--- src/rtl/pwr_seq_pkg.sv ---
package pwr_seq_pkg;

    typedef enum logic [1:0] {
        PM_RUN    = 2'd0,
        PM_HALT   = 2'd1,
        PM_SETTLE = 2'd2,
        PM_IDLE   = 2'd3
    } pmode_t;

    typedef enum logic [1:0] {
        REQ_NONE = 2'd0,
        REQ_DEEP = 2'd1,
        REQ_LITE = 2'd2
    } req_t;

    typedef struct packed {
        logic osc;
        logic core;
        logic wdog;
        logic tmr;
        logic lbd;
        logic bor;
    } gate_t;

    localparam int DEEP_BIT = 0;
    localparam int LITE_BIT = 1;

    function automatic req_t decode_req(input logic [7:0] d);
        if (d[DEEP_BIT])      return REQ_DEEP;
        else if (d[LITE_BIT]) return REQ_LITE;
        else                  return REQ_NONE;
    endfunction

    function automatic gate_t gates_for(input pmode_t m);
        gate_t g;
        case (m)
            PM_RUN:    g = '{osc: 1'b1, core: 1'b1, wdog: 1'b1, tmr: 1'b1, lbd: 1'b1, bor: 1'b1};
            PM_HALT:   g = '{osc: 1'b0, core: 1'b0, wdog: 1'b0, tmr: 1'b0, lbd: 1'b0, bor: 1'b0};
            PM_SETTLE: g = '{osc: 1'b1, core: 1'b0, wdog: 1'b0, tmr: 1'b0, lbd: 1'b0, bor: 1'b0};
            default:   g = '{osc: 1'b1, core: 1'b0, wdog: 1'b1, tmr: 1'b1, lbd: 1'b0, bor: 1'b0};
        endcase
        return g;
    endfunction

endpackage

--- src/rtl/pwr_entry_dec.sv ---
module pwr_entry_dec
    import pwr_seq_pkg::*;
(
    input  logic       ctl_wr,
    input  logic [7:0] ctl_wdata,
    output req_t       req
);
    logic unused_hi_bits;
    assign unused_hi_bits = ^ctl_wdata[7:2];

    always_comb begin
        req = ctl_wr ? decode_req(ctl_wdata) : REQ_NONE;
    end
endmodule

--- src/rtl/pwr_settle_cnt.sv ---
module pwr_settle_cnt #(
    parameter int SETTLE_CYC = 64
) (
    input  logic clk,
    input  logic rst,
    input  logic start,
    input  logic active,
    output logic done
);
    localparam int CW = (SETTLE_CYC > 1) ? $clog2(SETTLE_CYC) : 1;
    localparam logic [CW-1:0] LAST = CW'(SETTLE_CYC - 1);

    logic [CW-1:0] cnt;

    always_ff @(posedge clk) begin
        if (rst || start) begin
            cnt <= '0;
        end else if (active && cnt != LAST) begin
            cnt <= cnt + 1'b1;
        end
    end

    assign done = active && (cnt == LAST);
endmodule

--- src/rtl/pwr_mode_fsm.sv ---
module pwr_mode_fsm
    import pwr_seq_pkg::*;
(
    input  logic   clk,
    input  logic   rst,
    input  req_t   req,
    input  logic   wake_miw,
    input  logic   tmr_ovf,
    input  logic   settle_done,
    output pmode_t mode,
    output logic   settle_start,
    output logic   exit_evt
);
    pmode_t mode_n;
    logic   held_wake, held_wake_n;

    always_comb begin
        mode_n       = mode;
        held_wake_n  = held_wake;
        settle_start = 1'b0;
        exit_evt     = 1'b0;
        case (mode)
            PM_RUN: begin
                if (req == REQ_DEEP) begin
                    mode_n      = PM_HALT;
                    held_wake_n = wake_miw;
                end else if (req == REQ_LITE) begin
                    mode_n      = PM_IDLE;
                    held_wake_n = wake_miw | tmr_ovf;
                end
            end
            PM_HALT: begin
                if (wake_miw || held_wake) begin
                    mode_n       = PM_SETTLE;
                    held_wake_n  = 1'b0;
                    settle_start = 1'b1;
                    exit_evt     = 1'b1;
                end
            end
            PM_SETTLE: begin
                if (settle_done) mode_n = PM_RUN;
            end
            default: begin
                if (wake_miw || tmr_ovf || held_wake) begin
                    mode_n      = PM_RUN;
                    held_wake_n = 1'b0;
                    exit_evt    = 1'b1;
                end
            end
        endcase
    end

    always_ff @(posedge clk) begin
        if (rst) begin
            mode      <= PM_RUN;
            held_wake <= 1'b0;
        end else begin
            mode      <= mode_n;
            held_wake <= held_wake_n;
        end
    end
endmodule

--- src/rtl/pwr_clr_track.sv ---
module pwr_clr_track (
    input  logic       clk,
    input  logic       rst,
    input  logic       exit_evt,
    input  logic       pmc_wr,
    input  logic [7:0] pmc_wdata,
    output logic       pending
);
    always_ff @(posedge clk) begin
        if (rst) begin
            pending <= 1'b0;
        end else if (exit_evt) begin
            pending <= 1'b1;
        end else if (pmc_wr && pmc_wdata == 8'h00) begin
            pending <= 1'b0;
        end
    end
endmodule

--- src/rtl/pwr_seq_ctrl.sv ---
module pwr_seq_ctrl
    import pwr_seq_pkg::*;
#(
    parameter int SETTLE_CYC = 64
) (
    input  logic       clk,
    input  logic       rst,
    input  logic       ctl_wr,
    input  logic [7:0] ctl_wdata,
    input  logic       pmc_wr,
    input  logic [7:0] pmc_wdata,
    input  logic       wake_miw,
    input  logic       tmr_ovf,
    output logic       osc_en,
    output logic       core_en,
    output logic       wdog_en,
    output logic       tmr_en,
    output logic       lbd_en,
    output logic       bor_en,
    output logic       clr_pending,
    output logic [1:0] mode_state
);
    req_t   req;
    pmode_t mode;
    logic   settle_start, settle_done, exit_evt;
    gate_t  gates;

    pwr_entry_dec u_dec (
        .ctl_wr   (ctl_wr),
        .ctl_wdata(ctl_wdata),
        .req      (req)
    );

    pwr_mode_fsm u_fsm (
        .clk         (clk),
        .rst         (rst),
        .req         (req),
        .wake_miw    (wake_miw),
        .tmr_ovf     (tmr_ovf),
        .settle_done (settle_done),
        .mode        (mode),
        .settle_start(settle_start),
        .exit_evt    (exit_evt)
    );

    pwr_settle_cnt #(.SETTLE_CYC(SETTLE_CYC)) u_settle (
        .clk   (clk),
        .rst   (rst),
        .start (settle_start),
        .active(mode == PM_SETTLE),
        .done  (settle_done)
    );

    pwr_clr_track u_clr (
        .clk      (clk),
        .rst      (rst),
        .exit_evt (exit_evt),
        .pmc_wr   (pmc_wr),
        .pmc_wdata(pmc_wdata),
        .pending  (clr_pending)
    );

    assign gates      = gates_for(mode);
    assign osc_en     = gates.osc;
    assign core_en    = gates.core;
    assign wdog_en    = gates.wdog;
    assign tmr_en     = gates.tmr;
    assign lbd_en     = gates.lbd;
    assign bor_en     = gates.bor;
    assign mode_state = mode;
endmodule

--- config.mk ---
export PLATFORM = sky130hd
export DESIGN_NAME = pwr_seq_ctrl
export DESIGN_NICKNAME = d
export VERILOG_FILES = /design/src/rtl/pwr_seq_pkg.sv /design/src/rtl/pwr_entry_dec.sv /design/src/rtl/pwr_settle_cnt.sv /design/src/rtl/pwr_mode_fsm.sv /design/src/rtl/pwr_clr_track.sv /design/src/rtl/pwr_seq_ctrl.sv
export SDC_FILE = /design/constraint.sdc
export NUM_CORES = 1
export LEC_CHECK = 0
export BUFFER_PORTS_ARGS = -buffer_cell sky130_fd_sc_hd__buf_2
export CAP_MARGIN = 30
export CORE_MARGIN = 2
export CORE_UTILIZATION = 45
export CTS_CLUSTER_SIZE = 12
export DETAILED_ROUTE_END_ITERATION = 8
export GPL_ROUTABILITY_DRIVEN = 0
export HOLD_SLACK_MARGIN = 0.08
export PLACE_DENSITY = 0.86
export SYNTH_ARGS = -nofsm -noshare
export SYNTH_HDL_FRONTEND = slang
export SYNTH_SLANG_ARGS = --single-unit
--- constraint.sdc ---
create_clock -name clk -period 1.8 [get_ports clk]
set_input_delay 0.09 -clock clk [delete_from_list [all_inputs] [get_ports clk]]
set_output_delay 0.09 -clock clk [all_outputs]
set_load 0.05 [all_outputs]
; Word-level counts from Yosys, hierarchy flattened
; Index checks and enable logic that the tools add are counted.
[totals]
ff_bits = 10
in_bits = 22
output_inout_bits = 9
word_cells = 52
[op_classes]
add_sub_neg = 1
n_eq_ne = 9
muxes = 21
n_bitwise = 2
n_reduce_logical = 15
[ops]
columns = cell, n
row1 = one-hot mux 6 bit (3 select lines), 1
row2 = 2-to-1 mux 2 bit, 8
row3 = 2-to-1 mux 1 bit, 9
row4 = logical NOT 8 bit, 1
row5 = AND reduction 4 bit, 2
row6 = "adder 6 x 1 -> 6 bit, second input constant", 1
row7 = "equality test 6 bit, second input constant", 1
row8 = "inequality test 6 bit, second input constant", 1
row9 = one-hot mux 2 bit (3 select lines), 1
row10 = "equality test 2 x 1 -> 1 bit, second input constant", 2
row11 = "equality test 2 bit, second input constant", 2
row12 = logical OR 1 bit, 4
row13 = nonzero test 4 bit, 1
row14 = logical AND 1 bit, 3
row15 = "inequality test 3 x 1 -> 1 bit, second input constant", 1
row16 = one-hot mux 1 bit (3 select lines), 1
row17 = nonzero test 3 bit, 1
row18 = logical NOT 2 bit, 1
row19 = "inequality test 2 x 1 -> 1 bit, second input constant", 1
row20 = "inequality test 2 bit, second input constant", 1
row21 = one-hot mux 1 bit (2 select lines), 1
row22 = nonzero test 2 bit, 1
row23 = OR reduction 2 bit, 1
row24 = NOT 1 bit, 1
row25 = bitwise OR 1 bit, 1

; Logic depth before layout (Yosys ltp)
; Gate-level depths: netlist of run 1.
[logic_depth]
ltp_word = 7
ltp_mapped = 6

; Cells and area by module
; From an unflattened synthesis of run 1, not the netlist that was laid out.
[hier_totals]
hier_cells = 76
area_unflattened_um2 = 668.1
[by_module_without_submodules]
columns = module, instances, cells_per_inst, area_per_inst_um2, seq_area_each_um2
row1 = pwr_settle_cnt, 1, 33, 301.5, 120.1
row2 = pwr_mode_fsm, 1, 25, 216.5, 60.1
row3 = pwr_seq_ctrl, 1, 10, 75.1, 0.0
row4 = pwr_clr_track, 1, 6, 58.8, 20.0
row5 = pwr_entry_dec, 1, 2, 16.3, 0.0

; Least setup slack after synthesis of run 1
; OpenSTA, ideal clock, no wires.
[synth_path]
kind = register to output
from = register u_fsm.mode[0]
to = output port wdog_en
t_arrival_ps = 1789
path_slack_ps = -79
path_stages_with_launch = 5
path_buffers = 1
cell_sequence = dfxtp_1 -> inv_1 -> ha_1 -> inv_1 -> buf_4
[synth_via]
elab_chain_cells = 2
elab_cells_between_ends = 4
classes_between = 2 x eq/ne / 1 x mux / 1 x reduce/logical
[synth_lines]
columns = item, line
row1 = start: declaration, pwr_mode_fsm.sv:10  ; output pmode_t mode,
row2 = start signal: assignment, pwr_mode_fsm.sv:58  ; mode <= mode_n;
row3 = equality test 2 bit (tied with other cells), pwr_seq_pkg.sv:36  ; case (m)
row4 = one-hot mux 6 bit (3 select lines) (*), pwr_seq_pkg.sv:36
row5 = end: declaration, pwr_seq_ctrl.sv:16  ; output logic wdog_en,
; Mark *: on every way between the ends. The rest lies on a longest branch, timed or not.

; Final worst setup path of run 1
[layout_path]
from = register u_fsm.mode[0]
to = register u_fsm.mode[0]
[layout_via]
elab_chain_cells = 4
elab_cells_between_ends = 10
classes_between = 5 x eq/ne / 1 x mux / 4 x reduce/logical
[layout_lines]
columns = item, line
row1 = equality test 2 bit, "pwr_mode_fsm.sv:22, pwr_seq_ctrl.sv:50"
row2 = logical AND 1 bit, pwr_settle_cnt.sv:23  ; assign done = active && (cnt == LAST);
row3 = inequality test 2 bit (no source line), n/a
row4 = AND reduction 4 bit (no source line), n/a
; Several ways; a longest one is shown, not always the timed one.
; A chain may end at the register's enable or synchronous reset.

==> impl_metrics.csv, run 1 <==
group,metric,value,unit
run_status,status,"completed",
placed_design,portBuffers,24,
clock_network,clock_latency,280,ps
grt,grt_overflow,0,
floorplan,dieArea,0.00183,sq mm
worst_setup_path,critPathLaunch,"u_fsm.mode[0]",
logic_synthesis,synth_xor_xnor_area_share,6.48,%
logic_synthesis,synth_seq_cells,10,
clock_network,clock-sinks,10,
logic_synthesis,synth-compound-area-share,22.0,%
logic_synthesis,syn_area_per_cell,9.26,sq um
layout,drive_gt1_share,40.4,%
floorplan,rows,13,
worst_setup_path,critPathKind,"flop to flop",
grt,antenna_found_initial,0,
worst_setup_path,crit_end,"u_fsm.mode[0]",
sta,setup_viol,0,
detailed_routing,vias,624,
grt,grt_max_degree,8,
floorplan,ioPinCount,31,
sta,tns,0,ps
layout,num_antenna_cells,0,
layout,multi_input_area,438,sq um
logic_synthesis,ys_seq_area_share,29.6,%
layout,final_area,841,sq um
sta,hold_viol,0,
floorplan,core-area,0.00135,sq mm
layout,finish.utilization,62.3,%
placed_design,dp.cells,109,
worst_setup_path,r2r.worst_path.cells,6,
clock_network,cts_tree,"built",
layout,fin_cells,114,
grt,grt.busiest_layer,"met2",
layout,fill_cells,117,
sta,finalCriticalPeriod,1560,ps
grt,grt.met2_usage,31.2,%
layout,register_area,203,sq um
detailed_routing,drt_iter0_drc,2,
worst_setup_path,critPathMaxFanout,7,
clock_network,clkTransAtPathRegs,70,ps
worst_hold_path,hp-class,"primary input to flop",
sta,fin_skew,4.80,ps
floorplan,fp.dieW,42.8,um
detailed_routing,detail_route.vias_per_cell,5.47,
worst_setup_path,crit_arrival,1750,ps
placed_design,postPlaceCellArea,795,sq um
logic_synthesis,synth.mux.area_fraction,1.48,%
logic_synthesis,synthesis.area,676,sq um
logic_synthesis,synth_cells,73,
worst_setup_path,critPathLaunchType,"flop",
grt,grt_first_pass_wirelength,2.43,mm
logic_synthesis,synthAdderAreaFrac,13.0,%
power_and_ir_drop,powerDensity,1610,mW/mm^2
power_and_ir_drop,p_leak,0.373,nW
power_and_ir_drop,max-vdd-ir-drop,1910,uV
clock_network,clk_path_buf_depth,2,
worst_setup_path,endpoint_kind,"flop",
clock_network,cts_made_buffers,3,
worst_setup_path,required,1990,ps
floorplan,start_util,50.0,%
sta,fmax,640,MHz
clock_network,root_buffer,"clkbuf_4",
clock_network,cts_setup_buffers,0,
logic_synthesis,synth-simple-area-share,21.9,%
placed_design,dp_hpwl,1.15,mm
grt,use_met3,4.26,%
detailed_routing,ant_nets,0,
sta,period_share,86.8,%
detailed_routing,dr.pass1.iters,2,
detailed_routing,routedWlPerCell,13.1,um
detailed_routing,drc_errors,0,
clock_network,cts_max_level,1,
flow_run,max-cap-violations,0,
sta,relSlewSlack,78.9,%
grt,grt_pass1_vias,581,
sta,maxSlewViolCount,0,
grt,grt.total_usage,18.1,%
worst_setup_path,r2r_setup_slack,240,ps
worst_setup_path,worstReg2RegEnd,"u_fsm.mode[0]",
layout,nNetsFinal,129,
worst_setup_path,r2r_start,"u_fsm.mode[0]",
logic_synthesis,ys_warn_count,0,
layout,area_delta_synth_final,24.4,%
logic_synthesis,synth_fp_nets,102,
sta,rsz0062_at_grt,"no",
grt,grt_use_met1,19.6,%
sta,worst_pin_slew,316,ps
floorplan,die_h,42.8,um
logic_synthesis,synth_cell_types,34,
detailed_routing,routed_wl,1.49,mm
logic_synthesis,synth_top_family_by_area,"compound AO/OA/AOI/OAI gates",
==> flip-flops by register name, indices dropped and copies added, names as in the netlist <==
signal,flops
u_clr.pending,1
u_settle.cnt,6
u_fsm.mode,2
u_fsm.held_wake,1
==> layout by cell type, fill, tap and decap left out, types with 2 or more instances in the layout <==
cell type / Yosys / layout
nand2_1: 4 / 4
o211ai_1: 2 / 2
inv_1: 4 / 4
a21oi_1: 3 / 3
nand4_1: 2 / 2
dfxtp_2: 0 / 2
a31oi_1: 2 / 2
ha_1: 7 / 7
buf_2: 0 / 24
clkbuf_4: 0 / 3
nor2_1: 7 / 7
xor2_1: 5 / 5
dfxtp_1: 10 / 8
nand2b_1: 2 / 2
==> how the worst min path moves through the flow <==
stage / from / endpoint / depth (start not counted)
detailed placement: rst / u_fsm.mode[1] / 2
floorplan: rst / u_fsm.mode[1] / 1
global placement: rst / u_fsm.mode[1] / 2
global route: tmr_ovf / u_clr.pending / 3
CTS: tmr_ovf / u_clr.pending / 3
finish: tmr_ovf / u_clr.pending / 3
==> synth_stat cells <==
cell / number / share of area, %
a211oi_1: 1 / 1.1
a211oi_2: 1 / 1.9
a21o_1: 1 / 1.1
a21oi_1: 3 / 2.2
a31oi_1: 2 / 1.9
and2_1: 1 / 0.93
and2_2: 1 / 1.1
and3_1: 1 / 0.93
and3_2: 1 / 1.1
buf_4: 3 / 3.3
dfxtp_1: 10 / 30
ha_1: 7 / 13
inv_1: 4 / 2.2
mux2i_1: 1 / 1.5
nand2_1: 4 / 2.2
nand2_2: 1 / 0.93
nand2b_1: 2 / 1.9
nand3_4: 1 / 2.6
nand3b_1: 1 / 1.1
nand4_1: 2 / 1.9
nor2_1: 7 / 3.9
nor2b_1: 1 / 0.93
nor3_2: 1 / 1.5
nor4_1: 1 / 0.93
o2111ai_1: 1 / 1.3
o211ai_1: 2 / 2.2
o21ai_0: 1 / 0.74
o21ai_1: 1 / 0.74
o21ai_2: 1 / 1.3
o21ai_4: 1 / 2.4
o22ai_1: 1 / 0.93
o31ai_2: 1 / 1.9
o41ai_2: 1 / 2.4
xor2_1: 5 / 6.5
==> power breakdown <==
group          switching (mW)  internal [mW]
clock network          0.0918          0.123
logic                   0.588          0.224
registers              0.0496          0.275
==> what timing repair did <==
| item | 4_1_cts | 5_1_grt |
|---|---|---|
| endpoints found under the setup margin | 0 | 0 |
| hold buffers | 1 | 0 |
| hold endpoints to repair | 2 | 0 |
| resized for setup | 0 | 0 |
==> per-layer routing <==
layer	up-vias	part of all wire (%)
met5	-	0
met4	0	2.6
met3	5	5.4
met2	20	50
met1	289	42
li1	310	-
==> layout make-up <==
class / count / share of cell area, %
Sequential cell: 10 / 24.1
Clock buffer: 4 / 4.32
Timing Repair Buffer: 25 / 15.5
Inverter: 4 / 1.79
Tap cell: 15 / 2.23
Multi-Input combinational cell: 56 / 52.1
==> per-stage QoR <==
stage               power, mW  hold slack (ps)  setup WS (ps)
floorplan                1.03              147            149
global placement         1.11              339            302
detailed placement       1.14              344            258
CTS                      1.35              107            236
global route             1.43              129            137
finish                   1.35              105            238
==> logic make-up after synthesis <==
kind of cell,after synthesis
AND/OR/NAND/NOR,25
flip-flops,10
multiplexers,1
XOR/XNOR,5
buffers and inverters,7
adder cells (fa/ha/maj),7
AO/OA/AOI/OAI,18
==> critical path: stages, from the launching register on <==
cell and delay, ps:
dfxtp_2 370, inv_1 110, ha_1 330, nor3_2 160, o21ai_2 90, and3_2 240
o31ai_2 170
Power figures use the tool's default switching activity.
==> inputs of run 2 (changes only) <==
--- a/config.mk
+++ b/config.mk
@@ -5,15 +5,18 @@
 export SDC_FILE = /design/constraint.sdc
 export NUM_CORES = 1
 export LEC_CHECK = 0
+export ABC_AREA = 0
 export BUFFER_PORTS_ARGS = -buffer_cell sky130_fd_sc_hd__buf_2
 export CAP_MARGIN = 30
 export CORE_MARGIN = 2
-export CORE_UTILIZATION = 45
+export CORE_UTILIZATION = 44
+export CTS_CLUSTER_DIAMETER = 150
 export CTS_CLUSTER_SIZE = 12
 export DETAILED_ROUTE_END_ITERATION = 8
 export GPL_ROUTABILITY_DRIVEN = 0
 export HOLD_SLACK_MARGIN = 0.08
-export PLACE_DENSITY = 0.86
+export PLACE_DENSITY = 0.85
 export SYNTH_ARGS = -nofsm -noshare
 export SYNTH_HDL_FRONTEND = slang
+export SYNTH_HIERARCHICAL = 1
 export SYNTH_SLANG_ARGS = --single-unit
==> run 2 against run 1 <==
Sequential power shrank 24%. Sequential share of layout area is 0.47 points higher. Clock power down 6%. Largest power group unchanged. Final cell count increased by 2.6%. Cell area down 3.1%. Register-to-register slack got worse by 50 ps. Highest routed layer is now met3. Largest cell class unchanged. Synthesized cell count rose by 4.1%. Critical endpoint is now u_fsm/mode[1].
==> impl_metrics.csv, run 2 <==
group,metric,value,unit
floorplan,start_util,45.4,%
sta,hold_viol,0,
logic_synthesis,synth_seq_cells,10,
logic_synthesis,synth_cells,76,
power_and_ir_drop,max-vdd-ir-drop,570,uV
grt,grt_pass1_vias,555,
sta,maxSlewViolCount,0,
logic_synthesis,synth_cell_types,34,
clock_network,clk_path_buf_depth,2,
detailed_routing,ant_nets,0,
placed_design,place_ws,221,ps
logic_synthesis,yosysTopAreaCell,"dfxtp_1",
layout,num_antenna_cells,0,
logic_synthesis,synthTopCellsByArea,"dfxtp_1 30%, ha_1 9.4%, inv_1 4.5%",
clock_network,cts_hold_buf,0,
detailed_routing,drt_iter0_drc,18,
logic_synthesis,synth-edff-count,0,
layout,nNetsFinal,129,
detailed_routing,routedWlPerCell,11.3,um
worst_setup_path,critPathMaxFanout,5,
sta,relSlewSlack,73.3,%
clock_network,clkTransAtPathRegs,70,ps
worst_setup_path,worstReg2RegEnd,"u_fsm/mode[1]",
run_status,status,"completed",
worst_setup_path,required,1940,ps
worst_setup_path,r2r_start,"u_settle/cnt[0]",
floorplan,die_h,43.0,um
grt,grt.total_usage,15.1,%
placed_design,portBuffers,24,
logic_synthesis,async_flop_share,0,%
worst_setup_path,crit_chain,"ha_1 -> nand3_1 -> or2_1 -> nor2_1 -> o21ai_2 -> o31ai_1 -> a2111oi_1",
worst_setup_path,endpoint_kind,"flop",
sta,setup_viol,0,
clock_network,cts_setup_buffers,0,
clock_network,post_cts_resized,0,
detailed_routing,dr.pass1.iters,4,
sta,rsz0062_at_grt,"no",
logic_synthesis,ys_warn_count,6,
worst_setup_path,critPathKind,"flop to flop",
sta,worst_pin_slew,399,ps
grt,grt_overflow,0,
detailed_routing,detail_route.vias_per_cell,5.44,
logic_synthesis,synth_fp_nets,103,
worst_setup_path,critPathLaunch,"u_settle/cnt[0]",
worst_setup_path,crit_end,"u_fsm/mode[1]",
logic_synthesis,synthesis.area,668,sq um
grt,grt_max_degree,13,
layout,drive_gt1_share,35.6,%
logic_synthesis,yosysMostFrequentCell,"dfxtp_1",
worst_setup_path,r2r_setup_slack,190,ps
power_and_ir_drop,p_leak,0.355,nW
worst_setup_path,cp_num_cells,7,
sta,fin_skew,7.70,ps
power_and_ir_drop,powerDensity,906,mW/mm^2
logic_synthesis,synth_top_cells_by_count,"10 x dfxtp_1, 8 x inv_1, 6 x nand2_1, 6 x nor2_1, 5 x ha_1",
sta,tns,0,ps
logic_synthesis,ys_seq_area_share,30.0,%
worst_setup_path,crit_arrival,1750,ps
clock_network,clock_latency,260,ps
floorplan,dieArea,0.00185,sq mm
layout,final_common_cell,"buf_2",
layout,final_cell_mix,"24 x buf_2, 10 x dfxtp_1, 8 x inv_1, 6 x nor2_1, 6 x nand2_1",
sta,fmax,620,MHz
detailed_routing,drc_errors,0,
worst_setup_path,r2r.worst_path.cells,7,
floorplan,core-area,0.00147,sq mm
sta,period_share,89.6,%
worst_setup_path,cpMaxStageDelayCell,"a2111oi_1",
logic_synthesis,synth_ff_type,"dfxtp_1",
sta,worst_slack,187,ps
worst_setup_path,critPathLaunchType,"flop",
worst_setup_path,crit_family,"compound AO/OA/AOI/OAI gates",
floorplan,ioPinCount,31,
detailed_routing,vias,637,
layout,area_delta_synth_final,21.9,%
layout,largest_registers,"u_settle/cnt x6, u_fsm/mode x2",
sta,finalCriticalPeriod,1610,ps
flow_run,max-cap-violations,0,
clock_network,cts_max_level,1,
logic_synthesis,syn_area_per_cell,8.79,sq um
clock_network,clock-sinks,10,
detailed_routing,routed_wl,1.33,mm
worst_hold_path,hp-class,"primary input to flop",
grt,grt_first_pass_wirelength,2.18,mm
clock_network,root_buffer,"clkbuf_4",
grt,antenna_found_initial,0,
logic_synthesis,synth_top_area_share,30.0,%
worst_setup_path,slowest_delay,390,ps
clock_network,cts_tree,"built",
worst_setup_path,crit_buf_inv,0,
layout,largest_reg_flops,6,
clock_network,cts_made_buffers,3,
floorplan,fp.dieW,43.0,um
placed_design,dp_hpwl,1.06,mm
floorplan,rows,14,
layout,max_flop_register,"u_settle/cnt",
-- run 2: area by class of cell --
| cell class | count | area (sq um) |
|---|---|---|
| clock buffer | 4 | 36.3 |
| inverter | 8 | 30.0 |
| multi-input combinational | 53 | 393 |
| sequential | 10 | 200 |
| timing repair buffer | 26 | 135 |
| fill | 151 | 657 |
| tap | 16 | 20.0 |
-- run 2: through the flow --
step           area (sq um)  utilization [%]  hold WS (ps)  instances  power (mW)
2_1_floorplan           668                -           159         76       0.498
3_3_place_gp            778             52.9           336        113       0.533
3_5_place_dp            778             52.9           356        113       0.540
4_1_cts                 815             55.4          80.5        117       0.738
5_1_grt                 815             55.4          97.4        117       0.772
6_report                815             55.4          71.0        117       0.738
-- run 2: worst min-delay path, stage by stage --
cell and delay (ps):
buf_2 70, nor2_1 30, a31oi_1 110
-- run 2: cell families after synthesis --
kind of cell | Yosys count | share of synthesized area (%)
flops | 10 | 30.0
buf+inv | 13 | 11.2
compound gates | 17 | 18.4
mux | 2 | 3.00
simple gates | 29 | 28.1
fa+ha+maj | 5 | 9.36
-- run 2: worst min path at each step --
stage,start,endpoint,depth (start not counted)
2_1_floorplan,rst,u_fsm/mode[0],1
3_3_place_gp,pmc_wdata[2],u_clr/pending,3
3_5_place_dp,rst,u_fsm/mode[0],2
4_1_cts,pmc_wdata[2],u_clr/pending,3
5_1_grt,pmc_wdata[2],u_clr/pending,3
6_report,pmc_wdata[2],u_clr/pending,3
-- run 2: power breakdown --
part	leakage (nW)	internal, mW	total [mW]	switching, mW
clock	0.0210	0.123	0.203	0.0804
combinational	0.253	0.0835	0.289	0.205
sequential	0.0814	0.236	0.246	0.00981
-- run 2: routing by layer --
| metal | global-route usage [%] | vias up | part of all wire (%) |
|---|---|---|---|
| li1 | - | 323 | - |
| met1 | 17.1 | 281 | 43 |
| met2 | 28.8 | 33 | 49 |
| met3 | 2.55 | 0 | 8.0 |
| met4 | 3.64 | 0 | 0 |
| met5 | 0 | - | 0 |
==> inputs of run 3 (changes only) <==
--- a/config.mk
+++ b/config.mk
@@ -6,7 +6,7 @@
 export NUM_CORES = 1
 export LEC_CHECK = 0
 export ABC_AREA = 0
-export BUFFER_PORTS_ARGS = -buffer_cell sky130_fd_sc_hd__buf_2
+export BUFFER_PORTS_ARGS = -buffer_cell sky130_fd_sc_hd__clkbuf_2
 export CAP_MARGIN = 30
 export CORE_MARGIN = 2
 export CORE_UTILIZATION = 44
==> run 3 against run 2 <==
Global-route usage is 2.2 points higher. Setup slack got worse by 50 ps. Critical path type unchanged. Clock skew is 0.79 ps lower. Via count grew 1.1%. Core utilization is the same. Sequential share of layout area did not move.
==> impl_metrics.csv, run 3 (synthesis gave the netlist of run 2 again) <==
group,metric,value,unit
clock_network,cts_hold_buf,0,
floorplan,rows,14,
placed_design,portBuffers,24,
layout,largest_reg_flops,6,
placed_design,dp.cells,113,
detailed_routing,routedWlPerCell,11.5,um
layout,num_antenna_cells,0,
grt,grt.total_usage,17.3,%
power_and_ir_drop,power_frac_clock,27.3,%
worst_setup_path,critPathLaunch,"u_settle/cnt[0]",
placed_design,dp_hpwl,1.06,mm
worst_setup_path,endpoint_kind,"flop",
detailed_routing,vias,644,
clock_network,cts_made_buffers,3,
clock_network,clock_latency,260,ps
sta,maxSlewViolCount,0,
worst_setup_path,required,1930,ps
layout,fill_cells,146,
sta,tns,0,ps
grt,grt_first_pass_wirelength,2.38,mm
floorplan,dieArea,0.00185,sq mm
clock_network,cts_tree,"built",
layout,multi_input_area,393,sq um
power_and_ir_drop,p_leak,0.361,nW
floorplan,ioPinCount,31,
grt,grt_pass1_vias,615,
placed_design,postPlaceCellArea,778,sq um
worst_hold_path,min_from,"pmc_wdata[2]",
power_and_ir_drop,max-vdd-ir-drop,615,uV
worst_setup_path,crit_arrival,1800,ps
detailed_routing,drc_errors,0,
detailed_routing,drt_iter0_drc,10,
clock_network,clk_path_buf_depth,2,
detailed_routing,routed_wl,1.34,mm
run_status,status,"completed",
clock_network,cts_max_level,1,
worst_hold_path,hp-class,"primary input to flop",
layout,finish.utilization,55.4,%
sta,rsz0062_at_grt,"no",
floorplan,start_util,45.4,%
worst_setup_path,critPathKind,"flop to flop",
detailed_routing,detail_route.vias_per_cell,5.50,
sta,period_share,92.4,%
power_and_ir_drop,combPwrFrac,39.0,%
layout,final_area,815,sq um
layout,fin_cells,117,
layout,nNetsFinal,129,
clock_network,post_cts_resized,0,
clock_network,clkTransAtPathRegs,70,ps
power_and_ir_drop,powerDensity,905,mW/mm^2
sta,hold_viol,0,
sta,finalCriticalPeriod,1660,ps
layout,register_area,200,sq um
sta,relSlewSlack,71.9,%
layout,largest_registers,"u_settle/cnt x6, u_fsm/mode x2",
layout,drive_gt1_share,35.6,%
detailed_routing,dr.pass1.iters,4,
worst_setup_path,critPathMaxFanout,5,
floorplan,fp.dieW,43.0,um
clock_network,root_buffer,"clkbuf_4",
layout,final_common_cell,"clkbuf_2",
clock_network,clock-sinks,10,
sta,setup_viol,0,
power_and_ir_drop,total_power,0.737,mW
detailed_routing,ant_nets,0,
power_and_ir_drop,seqPwrFrac,33.7,%
power_and_ir_drop,internal_power,0.442,mW
sta,fmax,601,MHz
floorplan,die_h,43.0,um
sta,fin_skew,6.91,ps
power_and_ir_drop,switchingPower,0.296,mW
worst_setup_path,r2r_start,"u_settle/cnt[0]",
layout,area_delta_synth_final,21.9,%
grt,antenna_found_initial,0,
power_and_ir_drop,swShare,40.1,%
layout,max_flop_register,"u_settle/cnt",
sta,worst_pin_slew,421,ps
floorplan,core-area,0.00147,sq mm
grt,grt_overflow,0,
grt,grt_max_degree,13,
worst_setup_path,critPathLaunchType,"flop",
layout,final_cell_mix,"24 x clkbuf_2, 10 x dfxtp_1, 8 x inv_1, 6 x nor2_1, 6 x nand2_1",
flow_run,max-cap-violations,0,
clock_network,cts_setup_buffers,0,
[run 3: power by group through the flow]
| stage | Clock, mW | Sequential (mW) | Combinational, mW |
|---|---|---|---|
| after floorplan | 0 | 0.280 | 0.218 |
| after global placement | 0 | 0.253 | 0.279 |
| after detailed placement | 0 | 0.254 | 0.287 |
| after CTS | 0.209 | 0.249 | 0.288 |
| after global routing | 0.222 | 0.251 | 0.307 |
| final | 0.201 | 0.249 | 0.288 |
[run 3: path summary, 6_finish.rpt]
path	depth (start not counted)	endpoint	slack [ps]
hold / removal	3	u_clr/pending	90
hold reg to reg	2	u_settle/cnt[1]	490
setup reg to reg	7	u_fsm/mode[1]	140
setup / recovery	7	u_fsm/mode[1]	140
[run 3: final cells by class]
| cell class | instances | area share [%] |
|---|---|---|
| flip-flops and latches | 10 | 24.6 |
| clock buffers | 4 | 4.45 |
| multi-input cells | 53 | 48.2 |
| inverters | 8 | 3.69 |
| well taps | 16 | 2.46 |
| repair buffers | 26 | 16.6 |
[run 3: metal layers]
metal	share of wire [%]	up-vias	GRT usage [%]
li1	-	326	-
met1	43	283	19.4
met2	48	33	30.0
met3	7.7	2	2.55
met4	1.0	0	10.9
met5	0	-	0
[run 3: stage by stage]
step	worst slack (ps)	hold slack [ps]
3_3_place_gp	247	339
3_5_place_dp	179	365
5_1_grt	30.5	121
2_1_floorplan	12.0	159
4_1_cts	155	82.2
6_report	137	85.4
[run 3: critical path, stage by stage (launching register included)]
cell and delay, ps:
dfxtp_1 340, ha_1 260, nand3_1 110, or2_1 160, nor2_1 60, o21ai_2 100
o31ai_1 80, a2111oi_1 420
